`config.mk`:
```
export PLATFORM = sky130hd
export DESIGN_NAME = prn_handshake_port
export DESIGN_NICKNAME = d
export VERILOG_FILES = /design/src/rtl/prn_pkg.sv /design/src/rtl/prn_ack_edge.sv /design/src/rtl/prn_strobe_timer.sv /design/src/rtl/prn_handshake_port.sv
export SDC_FILE = /design/constraint.sdc
export NUM_CORES = 1
export LEC_CHECK = 0
export BUFFER_PORTS_ARGS = -buffer_cell sky130_fd_sc_hd__buf_2
export CORE_MARGIN = 5
export CORE_UTILIZATION = 42
export DETAILED_ROUTE_END_ITERATION = 6
export PLACE_DENSITY_LB_ADDON = 0.05
export SKIP_CTS_REPAIR_TIMING = 1
export SLEW_MARGIN = 40
export SYNTH_ARGS = -nofsm -noshare
export SYNTH_HDL_FRONTEND = slang
export SYNTH_HIERARCHICAL = 1
export SYNTH_SLANG_ARGS = --single-unit
```
`constraint.sdc`:
```
create_clock -name clk -period 1.7 [get_ports clk]
set_input_delay 0.085 -clock clk [delete_from_list [all_inputs] [get_ports clk]]
set_output_delay 0.085 -clock clk [all_outputs]
set_load 0.02 [all_outputs]
```
`src/rtl/prn_pkg.sv`:
```
package prn_pkg;
  function automatic int strobe_cycles(input int clk_khz, input int strobe_ns);
    longint prod;
    prod = longint'(clk_khz) * longint'(strobe_ns);
    return int'(prod / 64'd1000000);
  endfunction
endpackage

```
`src/rtl/prn_ack_edge.sv`:
```
module prn_ack_edge #(
  parameter int STAGES = 2
) (
  input  logic clk,
  input  logic rst_n,
  input  logic ack_n_async,
  output logic ack_rise
);
  logic [STAGES:0] sh;

  always_ff @(posedge clk or negedge rst_n) begin
    if (!rst_n) sh <= '1;
    else        sh <= {sh[STAGES-1:0], ack_n_async};
  end

  assign ack_rise = sh[STAGES-1] & ~sh[STAGES];

  // an edge report is a single-cycle pulse
  assert_rise_single_R5: assert property (@(posedge clk) disable iff (!rst_n)
    ack_rise |=> !ack_rise);
endmodule

```
`src/rtl/prn_strobe_timer.sv`:
```
module prn_strobe_timer #(
  parameter int WIDTH_CYC = 15
) (
  input  logic clk,
  input  logic rst_n,
  input  logic trig,
  output logic strobe_n,
  output logic active
);
  localparam int CW = $clog2(WIDTH_CYC + 1);
  localparam logic [CW-1:0] LOAD = CW'(WIDTH_CYC);

  logic [CW-1:0] cnt;

  always_ff @(posedge clk or negedge rst_n) begin
    if (!rst_n)          cnt <= '0;
    else if (trig)       cnt <= LOAD;
    else if (cnt != '0)  cnt <= cnt - 1'b1;
  end

  assign active   = (cnt != '0);
  assign strobe_n = ~active;

  // the count never exceeds the programmed width
  assert_cnt_bound_R3: assert property (@(posedge clk) disable iff (!rst_n)
    cnt <= LOAD);
  // once started, the strobe stays low unless retriggered or finished
  assert_strobe_runs_R3: assert property (@(posedge clk) disable iff (!rst_n)
    (active && cnt != 1 && !trig) |=> !strobe_n);
endmodule

```
`src/rtl/prn_handshake_port.sv`:
```
module prn_handshake_port #(
  parameter int DATA_W    = 8,
  parameter int CLK_KHZ   = 10000,
  parameter int STROBE_NS = 1500,
  parameter int SYNC_STG  = 2
) (
  input  logic              clk,
  input  logic              rst_n,
  input  logic              in_valid,
  output logic              in_ready,
  input  logic [DATA_W-1:0] in_data,
  input  logic              irq_en,
  input  logic              irq_clr,
  input  logic              prime_req,
  output logic [DATA_W-1:0] prn_data,
  output logic              prn_strobe_n,
  input  logic              prn_ack_n,
  output logic              prn_prime,
  output logic              busy,
  output logic              irq
);
  import prn_pkg::*;

  localparam int STROBE_CYCLES = strobe_cycles(CLK_KHZ, STROBE_NS);
  localparam int STROBE_W      = (STROBE_CYCLES < 1) ? 1 : STROBE_CYCLES;

  logic take;
  logic busy_d;
  logic ack_rise;
  logic strobe_act;
  logic end_xfer;

  assign in_ready = ~busy & ~strobe_act;
  assign take     = in_valid & in_ready;
  assign end_xfer = ack_rise & busy;

  prn_ack_edge #(.STAGES(SYNC_STG)) u_ack (
    .clk         (clk),
    .rst_n       (rst_n),
    .ack_n_async (prn_ack_n),
    .ack_rise    (ack_rise)
  );

  prn_strobe_timer #(.WIDTH_CYC(STROBE_W)) u_tmr (
    .clk      (clk),
    .rst_n    (rst_n),
    .trig     (busy & ~busy_d),
    .strobe_n (prn_strobe_n),
    .active   (strobe_act)
  );

  always_ff @(posedge clk or negedge rst_n) begin
    if (!rst_n) begin
      prn_data  <= '0;
      busy      <= 1'b0;
      busy_d    <= 1'b0;
      irq       <= 1'b0;
      prn_prime <= 1'b0;
    end else begin
      busy_d    <= busy;
      prn_prime <= prime_req;
      if (take) begin
        prn_data <= in_data;
        busy     <= 1'b1;
      end else if (end_xfer) begin
        busy     <= 1'b0;
      end
      if (end_xfer && irq_en) irq <= 1'b1;
      else if (irq_clr)       irq <= 1'b0;
    end
  end

  // an accepted character leaves the block busy
  assert_take_busy_R2: assert property (@(posedge clk) disable iff (!rst_n)
    (in_valid && in_ready) |=> busy);
  // data lines hold while a character is pending
  assert_data_hold_R4: assert property (@(posedge clk) disable iff (!rst_n)
    $past(busy) |-> $stable(prn_data));
  // strobe falls right after busy rises
  assert_strobe_start_R3: assert property (@(posedge clk) disable iff (!rst_n)
    $rose(busy) |=> $fell(prn_strobe_n));
  // busy ends only through an acknowledge edge
  assert_busy_end_R5: assert property (@(posedge clk) disable iff (!rst_n)
    $fell(busy) |-> $past(ack_rise));
  // interrupt only from an enabled, ending acknowledge
  assert_irq_src_R7: assert property (@(posedge clk) disable iff (!rst_n)
    $rose(irq) |-> ($past(irq_en) && $past(ack_rise) && $past(busy)));
  // interrupt falls only on a clear
  assert_irq_clr_R8: assert property (@(posedge clk) disable iff (!rst_n)
    $fell(irq) |-> $past(irq_clr));
endmodule

```
==> results.cfg, run 1 <==
[critical_path]
path_max_fanout = 9
end_kind = register
worstSetupPathType = reg -> reg
reg2reg_depth = 7
worstPathArrival_ps = 1880
required_ps = 1890
cpPeakStageDelay_ps = 390
path_common_cell = nor3b_4
startpoint_type = register
critical_path.cell_chain = inv_1, ha_2, nor3b_4, inv_2, nor3b_4, buf_12, mux2_2
crit_slowest_cell = dfrtp_1

[power_and_ir_drop]
p_sw_w = 0.000647
p_total_w = 0.00175
p_leak_nw = 0.539
switching_share = 0.370
clkPwrFrac = 0.131
p_int_w = 0.00110
irDropWorstVdd_v = 0.000825
combinationalPowerShare = 0.442
pwr-share-seq = 0.427
power_density_nw_per_um2 = 1640

[clocking]
clock_sinks = 19
cts_tree = built
cts_buffers = 3
clock_latency_ps = 300
path_clk_slew_ps = 110
root_buffer = clkbuf_4
clk_path_buf_depth = 2
cts_max_level = 1

[global_routing]
grt_use_total = 0.112
grt_pass1_wl_microns = 2260
grt_max_degree = 20
grt_overflow_total = 0
antenna_found_initial = 0
grt_pass1_vias = 484

[timing]
setup_viol = 0
hold_viol_final = 0
slew_violations = 0
fin_crit_sh = 0.998
fmax_mhz = 589
skew_ps = 7.62
maxSlewHeadroom = 0.723
worst_slew_pin_slew_ps = 416
setup_ws_ps = 2.60
rsz0062_at_grt = yes
final.min_clock_period_ps = 1700

[synthesis]
ys_seq_area_frac = 0.623
yosysWarnings = 6
syn-instance-count = 54
synth_area_sq_um = 769
syn_avg_cell_area_sq_um = 14.2
ys_ff_latch = 19
synth_cell_types = 18
syn-num-nets = 70

[route]
ant_nets = 0
vias = 542
vias_per_cell = 4.52
drtIter0Drc = 4
drc = 0
drtPass1Iterations = 2
wire_per_inst_microns = 12.1
totalWireLength_microns = 1460

[placement]
port_buffers = 27
pre_cts_ws_ps = 1.69
dp.cells = 111
place_hpwl_microns = 1080
dpl-instance-area_sq_um = 986
gp_congestion = 0.767

[layout]
layout-drive-gt1-share = 0.568
diodes = 0
area_growth_pct = 38.5
fin_cells = 120
stdcell_area_sq_um = 1070
final_nets = 112

[floorplanning]
die_x_microns = 52.8
die_y_microns = 52.8
initial_core_util = 0.446
pin_count = 28
dieArea_sq_um = 2790
core_sq_um = 1730
num_rows = 15

[worst_hold_path]
min_path_type = in -> reg
hold_depth = 2

[job]
max_cap_violations = 0

[outcome]
status = finished clean
## cell usage in the layout, fill, tap and decap left out, drive strengths merged
cell type    instances
a211o                2
a21o                 1
and3b                1
buf                 32
clkbuf               3
clkinv               1
dfrtp               16
dfstp                3
dlygate4sd3          5
ha                   1
inv                  6
mux2                 8
mux2i                2
nand3                1
nor2                 4
nor2b                4
nor3                 1
nor3b                2
o21ai                1
o31a                 1
## cells by family after synthesis
kind of cell,share of synthesized area
buffers and inverters,0.0293
DFF,0.623
muxes,0.143
adders and majority gates,0.0163
and+or+nand+nor,0.135
AOI/OAI and AO/OA,0.0537
## power by group through the flow
| stage | sequential [W] | clock [W] | combinational, W |
|---|---|---|---|
| floorplan | 0.000885 | 0 | 0.000349 |
| CTS | 0.000749 | 0.000234 | 0.000778 |
| global placement | 0.000756 | 0 | 0.000765 |
| global route | 0.000773 | 0.000253 | 0.000850 |
| finish | 0.000746 | 0.000229 | 0.000773 |
| detailed placement | 0.000757 | 0 | 0.000777 |
## worst max-delay path, delay by kind of cell (launching register included)
family | cells | cell delay [ps]
adder cells (fa/ha/maj) | 1 | 170
buffers and inverters | 3 | 290
flip-flops | 1 | 390
AND/OR/NAND/NOR | 2 | 410
multiplexers | 1 | 330
## area by class of cell
type / count / area, sq um
Inverter: 6 / 22.5
Clock buffer: 3 / 22.5
Fill cell: 157 / 661
Sequential cell: 19 / 479
Timing Repair Buffer: 37 / 235
Multi-Input combinational cell: 29 / 270
Clock inverter: 1 / 5.00
Tap cell: 25 / 31.3
## synthesized netlist by cell type (all sizes together)
cell type,number,area (sq um)
nand3,1,5.00
o21ai,1,5.00
nor2b,4,32.5
mux2,8,90.1
nor3b,2,37.5
a21o,1,8.76
o31a,1,8.76
nor3,1,5.00
inv,6,22.5
dfrtp,16,400
and3b,1,8.76
ha,1,12.5
nor2,4,15.0
dfstp,3,78.8
mux2i,2,20.0
a211o,2,18.8
## path summary, 6_finish.rpt
kind	start	end	slack (ps)
worst min register to register	u_ack/sh[0]$_DFF_PN1_	u_ack/sh[1]$_DFF_PN1_	370
worst max-delay path	u_tmr/cnt[0]$_DFFE_PN0P_	prn_data[7]$_DFFE_PN0P_	3
worst max register to register	u_tmr/cnt[0]$_DFFE_PN0P_	prn_data[7]$_DFFE_PN0P_	3
worst min-delay path	in_data[0]	prn_data[0]$_DFFE_PN0P_	10
min in group asynchronous	rst_n	prn_data[6]$_DFFE_PN0P_	260
max in group asynchronous	rst_n	u_ack/sh[0]$_DFF_PN1_	1120
## sequential cells by signal (all words and copies together) (netlist names)
register   count
u_ack/sh       3
prn_prime      1
prn_data       8
irq            1
u_tmr/cnt      4
busy           1
busy_d         1
## metrics by stage
stage	setup TNS (ps)	util	hold WS, ps
after detailed placement	0	0.571	49.9
after global routing	-740	0.617	2.45
final	0	0.617	12.0
after global placement	0	0.571	44.1
after CTS	-92.3	0.587	-286
after floorplan	-2120	-	-211
## layer usage
layer	GRT usage	routed length, microns
met1	0.161	700
met2	0.155	661
met4	0.0383	0
met3	0.0370	93
met5	0	0
Note: power is estimated with default switching activity, not from simulation.
==> run 2: changes to the inputs <==
ABC_AREA = 1   (was default)
==> run 2 against run 1 <==
Global-route usage increased by 0.53 points. Worst setup slack improved by 100 ps. Synthesized cell count increased by 46%. First-iteration DRC count increased to 3.5 times the previous value.
==> results.cfg, run 2 <==
[outcome]
status = finished clean

[clocking]
clock_latency_ps = 280
root_buffer = clkbuf_4
cts_tree = built
cts_buffers = 3
path_clk_slew_ps = 100
clock_sinks = 19
clk_path_buf_depth = 2
cts_max_level = 1

[synthesis]
ys_ff_latch = 19
ys_seq_area_frac = 0.631
synth_cell_types = 14
synth_commonest_cells = nand2_1 (22), dfrtp_1 (16), nand3_1 (15), inv_1 (9), nor2_1 (4)
synth_edf_count = 0
synth_area_sq_um = 759
syn-instance-count = 79
dominantRegCellSynth = dfrtp_1
synth_top_area_frac = 0.527
yosysTopAreaCell = dfrtp_1
yosysMostFrequentCell = nand2_1
syn-num-nets = 95
yosys-top-cells-area = dfrtp_1 (53%), nand2_1 (11%), dfstp_2 (10%)
yosysWarnings = 6
syn_avg_cell_area_sq_um = 9.61
async_flop_share = 1.00

[global_routing]
grt_use_total = 0.117
grt.busiest_layer = met2
grt_pass1_wl_microns = 2370
antenna_found_initial = 0
met1_usage = 0.136
use_met3 = 0.0370
grt_use_met2 = 0.196
grt_max_degree = 20
grt_overflow_total = 0
grt_pass1_vias = 578

[route]
vias_per_cell = 4.37
totalWireLength_microns = 1450
vias = 621
ant_nets = 0
drtIter0Drc = 14
drc = 0
drtPass1Iterations = 4
wire_per_inst_microns = 10.2

[floorplanning]
initial_core_util = 0.440
die_x_microns = 52.5
die_y_microns = 52.5
pin_count = 28
core_sq_um = 1730
dieArea_sq_um = 2760
num_rows = 15

[timing]
fmax_mhz = 627
fin_crit_sh = 0.939
rsz0062_at_grt = no
setup_viol = 0
worst_slew_pin_slew_ps = 408
final.min_clock_period_ps = 1600
slew_violations = 0
setup_ws_ps = 104
maxSlewHeadroom = 0.728
skew_ps = 2.02
fin_hold_ws_ps = 18.1
hold_viol_final = 0

[critical_path]
startpoint_type = register
path_delay_family = flip-flops
end_kind = output pin
worstPathArrival_ps = 1510
path_max_fanout = 6
worstSetupPathType = reg -> out
crit_slowest_cell = dfrtp_1
crit_buf_inv = 2
critical_path.cell_chain = inv_1, ha_1, nand2_2, nor2_4, buf_2
cpPeakStageDelay_ps = 390
required_ps = 1620

[power_and_ir_drop]
power_density_nw_per_um2 = 1620
irDropWorstVdd_v = 0.000721
p_leak_nw = 0.582
p_total_w = 0.00165

[layout]
seq_area_sq_um = 479
multiInputGateArea_sq_um = 241
largest_reg_flops = 8
layout-drive-gt1-share = 0.368
area_growth_pct = 34.1
layout_common_cells = buf_2 (27), nand2_1 (22), dfrtp_1 (16)
diodes = 0
mostFrequentLayoutCell = buf_2
regMostFlops = prn_data
final_nets = 134
fin_cells = 142
reg_top3 = prn_data: 8 flops, u_tmr/cnt: 4 flops, u_ack/sh: 3 flops
fill_cells = 172

[placement]
dp.cells = 130
port_buffers = 27
place_hpwl_microns = 1110
gp_congestion = 0.714
pre_cts_ws_ps = 227

[job]
max_cap_violations = 0

[worst_hold_path]
min_path_type = in -> reg
run 2: changes by cell type in the layout (fill, tap and decap cells not counted), moves of 3 or more:
| cell | change |
|---|---|
| nand2_1 | +22 |
| nand3_1 | +14 |
| mux2_2 | -8 |
| inv_1 | +4 |
| nor2b_1 | -3 |
run 2: cell families (layout without fill, tap and decap cells):
logic type / count (synthesis) / count (layout) / synth area share
buf+inv: 10 / 48 / 0.0511
fa+ha+maj: 1 / 1 / 0.0165
compound gates: 3 / 3 / 0.0198
flops: 19 / 19 / 0.631
simple gates: 46 / 46 / 0.282
run 2: area by class of cell:
type                       count  area share
clock inverter                 1     0.00491
inverter                       9      0.0332
timing repair buffer          35       0.201
multi-input combinational     50       0.237
tap                           25      0.0307
sequential                    19       0.471
clock buffer                   3      0.0221
run 2: report_power, final:
part | leakage, nW | internal [W] | switching, W
sequential | 0.233 | 0.000625 | 0.000112
clock | 0.0177 | 0.0000873 | 0.000128
combinational | 0.331 | 0.000261 | 0.000432
run 2: path summary, 6_finish.rpt:
path | start | end | slack (ps) | depth (start not counted)
max | u_tmr/cnt[0]$_DFFE_PN0P_ | in_ready | 100 | 5
min | in_data[6] | prn_data[6]$_DFFE_PN0P_ | 20 | 3
max reg2reg | u_tmr/cnt[0]$_DFFE_PN0P_ | prn_data[3]$_DFFE_PN0P_ | 210 | 8
min reg2reg | u_ack/sh[0]$_DFF_PN1_ | u_ack/sh[1]$_DFF_PN1_ | 360 | 0
max in group asynchronous | rst_n | u_ack/sh[0]$_DFF_PN1_ | 1120 | 2
min in group asynchronous | rst_n | irq$_DFFE_PN0P_ | 260 | 2
run 2: worst min-delay path: stages:
cell and delay (ps):
buf_2 80, nand3_1 60, nand2_1 60
run 2: metrics by stage:
stage / instance area, sq um / TNS [ps] / util
finish: 1020 / 0 / 0.590
floorplan: 759 / 0 / -
global placement: 921 / 0 / 0.533
CTS: 948 / -25.8 / 0.549
global route: 1020 / 0 / 0.590
detailed placement: 921 / 0 / 0.533
run 2: routing by layer:
layer | wire [microns] | vias to the layer above
met1 | 585 | 279
li1 | - | 325
met4 | 17 | 0
met5 | 0 | -
met3 | 113 | 2
met2 | 735 | 15
==> run 3: changes to the inputs <==
PLACE_DENSITY = 0.72   (was default)
PLACE_DENSITY_LB_ADDON = default   (was 0.05)
RECOVER_POWER = 50   (was default)
==> run 3 against run 2 <==
Core utilization down 1.3 points. Wire length increased by 6.5%. Largest power group unchanged. Register-to-register slack about the same.
==> results.cfg, run 3 (synthesis results as in run 2) <==
[outcome]
status = finished clean

[timing]
worst_slew_pin_slew_ps = 974
setup_tns_ps = 0
fmax_mhz = 624
hold_viol_final = 0
fin_crit_sh = 0.943
setup_viol = 0
final.min_clock_period_ps = 1600
skew_ps = 0.982
slew_violations = 0
maxSlewHeadroom = 0.351
fin_hold_ws_ps = 26.3
rsz0062_at_grt = no

[critical_path]
end_kind = output pin
worstSetupPathType = reg -> out
worstPathArrival_ps = 1520
required_ps = 1620
path_max_fanout = 8
startpoint_type = register

[route]
vias = 639
ant_nets = 0
vias_per_cell = 4.60
wire_per_inst_microns = 11.1
drtPass1Iterations = 4
totalWireLength_microns = 1550
drc = 0
drtIter0Drc = 15

[layout]
regMostFlops = prn_data
layout-drive-gt1-share = 0.333
mostFrequentLayoutCell = buf_2
final_nets = 131
seq_area_sq_um = 479
fill_cells = 161
largest_reg_flops = 8
multiInputGateArea_sq_um = 244
reg_top3 = prn_data: 8 flops, u_tmr/cnt: 4 flops, u_ack/sh: 3 flops
fin_cells = 139
diodes = 0
area_growth_pct = 31.1
layout_common_cells = buf_2 (25), nand2_1 (22), dfrtp_1 (16)

[floorplanning]
die_y_microns = 52.5
die_x_microns = 52.5
core_sq_um = 1730
initial_core_util = 0.440
num_rows = 15
dieArea_sq_um = 2760
pin_count = 28

[global_routing]
grt_max_degree = 20
grt_overflow_total = 0
grt_pass1_vias = 644
grt_pass1_wl_microns = 2560
antenna_found_initial = 0
grt_use_total = 0.130

[clocking]
path_clk_slew_ps = 100
clock_latency_ps = 290
cts_tree = built
cts_max_level = 1
clk_path_buf_depth = 2
clock_sinks = 19
root_buffer = clkbuf_4
cts_buffers = 3

[placement]
gp_congestion = 0.746
place_hpwl_microns = 1170
dp.cells = 130
port_buffers = 27

[job]
max_cap_violations = 0

[power_and_ir_drop]
power_density_nw_per_um2 = 1650
p_leak_nw = 0.558
irDropWorstVdd_v = 0.000860

[worst_hold_path]
min_path_type = in -> reg
## run 3: cell types whose count changed in the layout (fill, tap and decap cells not counted)
cell      before  now
ha_1           1    0
clkbuf_1       0    2
buf_2         27   25
buf_4          4    1
ha_2           0    1
dfstp_2        3    2
dfstp_1        0    1
## run 3: routing by layer
metal | global-route usage | vias up | wire (microns)
li1 | - | 317 | -
met1 | 0.152 | 290 | 651
met2 | 0.202 | 30 | 743
met3 | 0.0456 | 2 | 142
met4 | 0.0766 | 0 | 9
met5 | 0 | - | 0
## run 3: final cells by class
type	instances	area share
well taps	25	0.0314
clock inverters	1	0.00503
clock buffers	3	0.0226
repair buffers	32	0.181
flip-flops and latches	19	0.481
inverters	9	0.0339
multi-input cells	50	0.245
## run 3: final timing paths
path,from,to,slack [ps],cells after the start
max,u_tmr/cnt[0]$_DFFE_PN0P_,in_ready,100,5
min,in_data[7],prn_data[7]$_DFFE_PN0P_,30,3
max reg2reg,u_tmr/cnt[0]$_DFFE_PN0P_,prn_data[5]$_DFFE_PN0P_,210,8
min reg2reg,u_ack/sh[0]$_DFF_PN1_,u_ack/sh[1]$_DFF_PN1_,370,0
max in group asynchronous,rst_n,prn_data[6]$_DFFE_PN0P_,660,2
min in group asynchronous,rst_n,prn_prime$_DFF_PN0_,460,2
## run 3: where the power goes
group | switching [W] | total (W) | internal [W]
combinational | 0.000441 | 0.000685 | 0.000244
clock | 0.000130 | 0.000217 | 0.0000874
sequential | 0.000119 | 0.000744 | 0.000625
total | 0.000690 | 0.00165 | 0.000956
## run 3: critical path, stage by stage (launching register included)
cell     delay [ps]
dfrtp_1         400
inv_1           120
ha_2            240
nand2_2         110
nor2_4          170
buf_2           200
## run 3: stage by stage
stage	instance area (sq um)	utilization	setup slack (ps)	total power, W
2_1_floorplan	759	-	288	0.00119
3_3_place_gp	921	0.533	315	0.00140
3_5_place_dp	921	0.533	235	0.00142
4_1_cts	948	0.549	-31.3	0.00165
5_1_grt	996	0.577	9.92	0.00180
6_report	996	0.577	97.4	0.00165
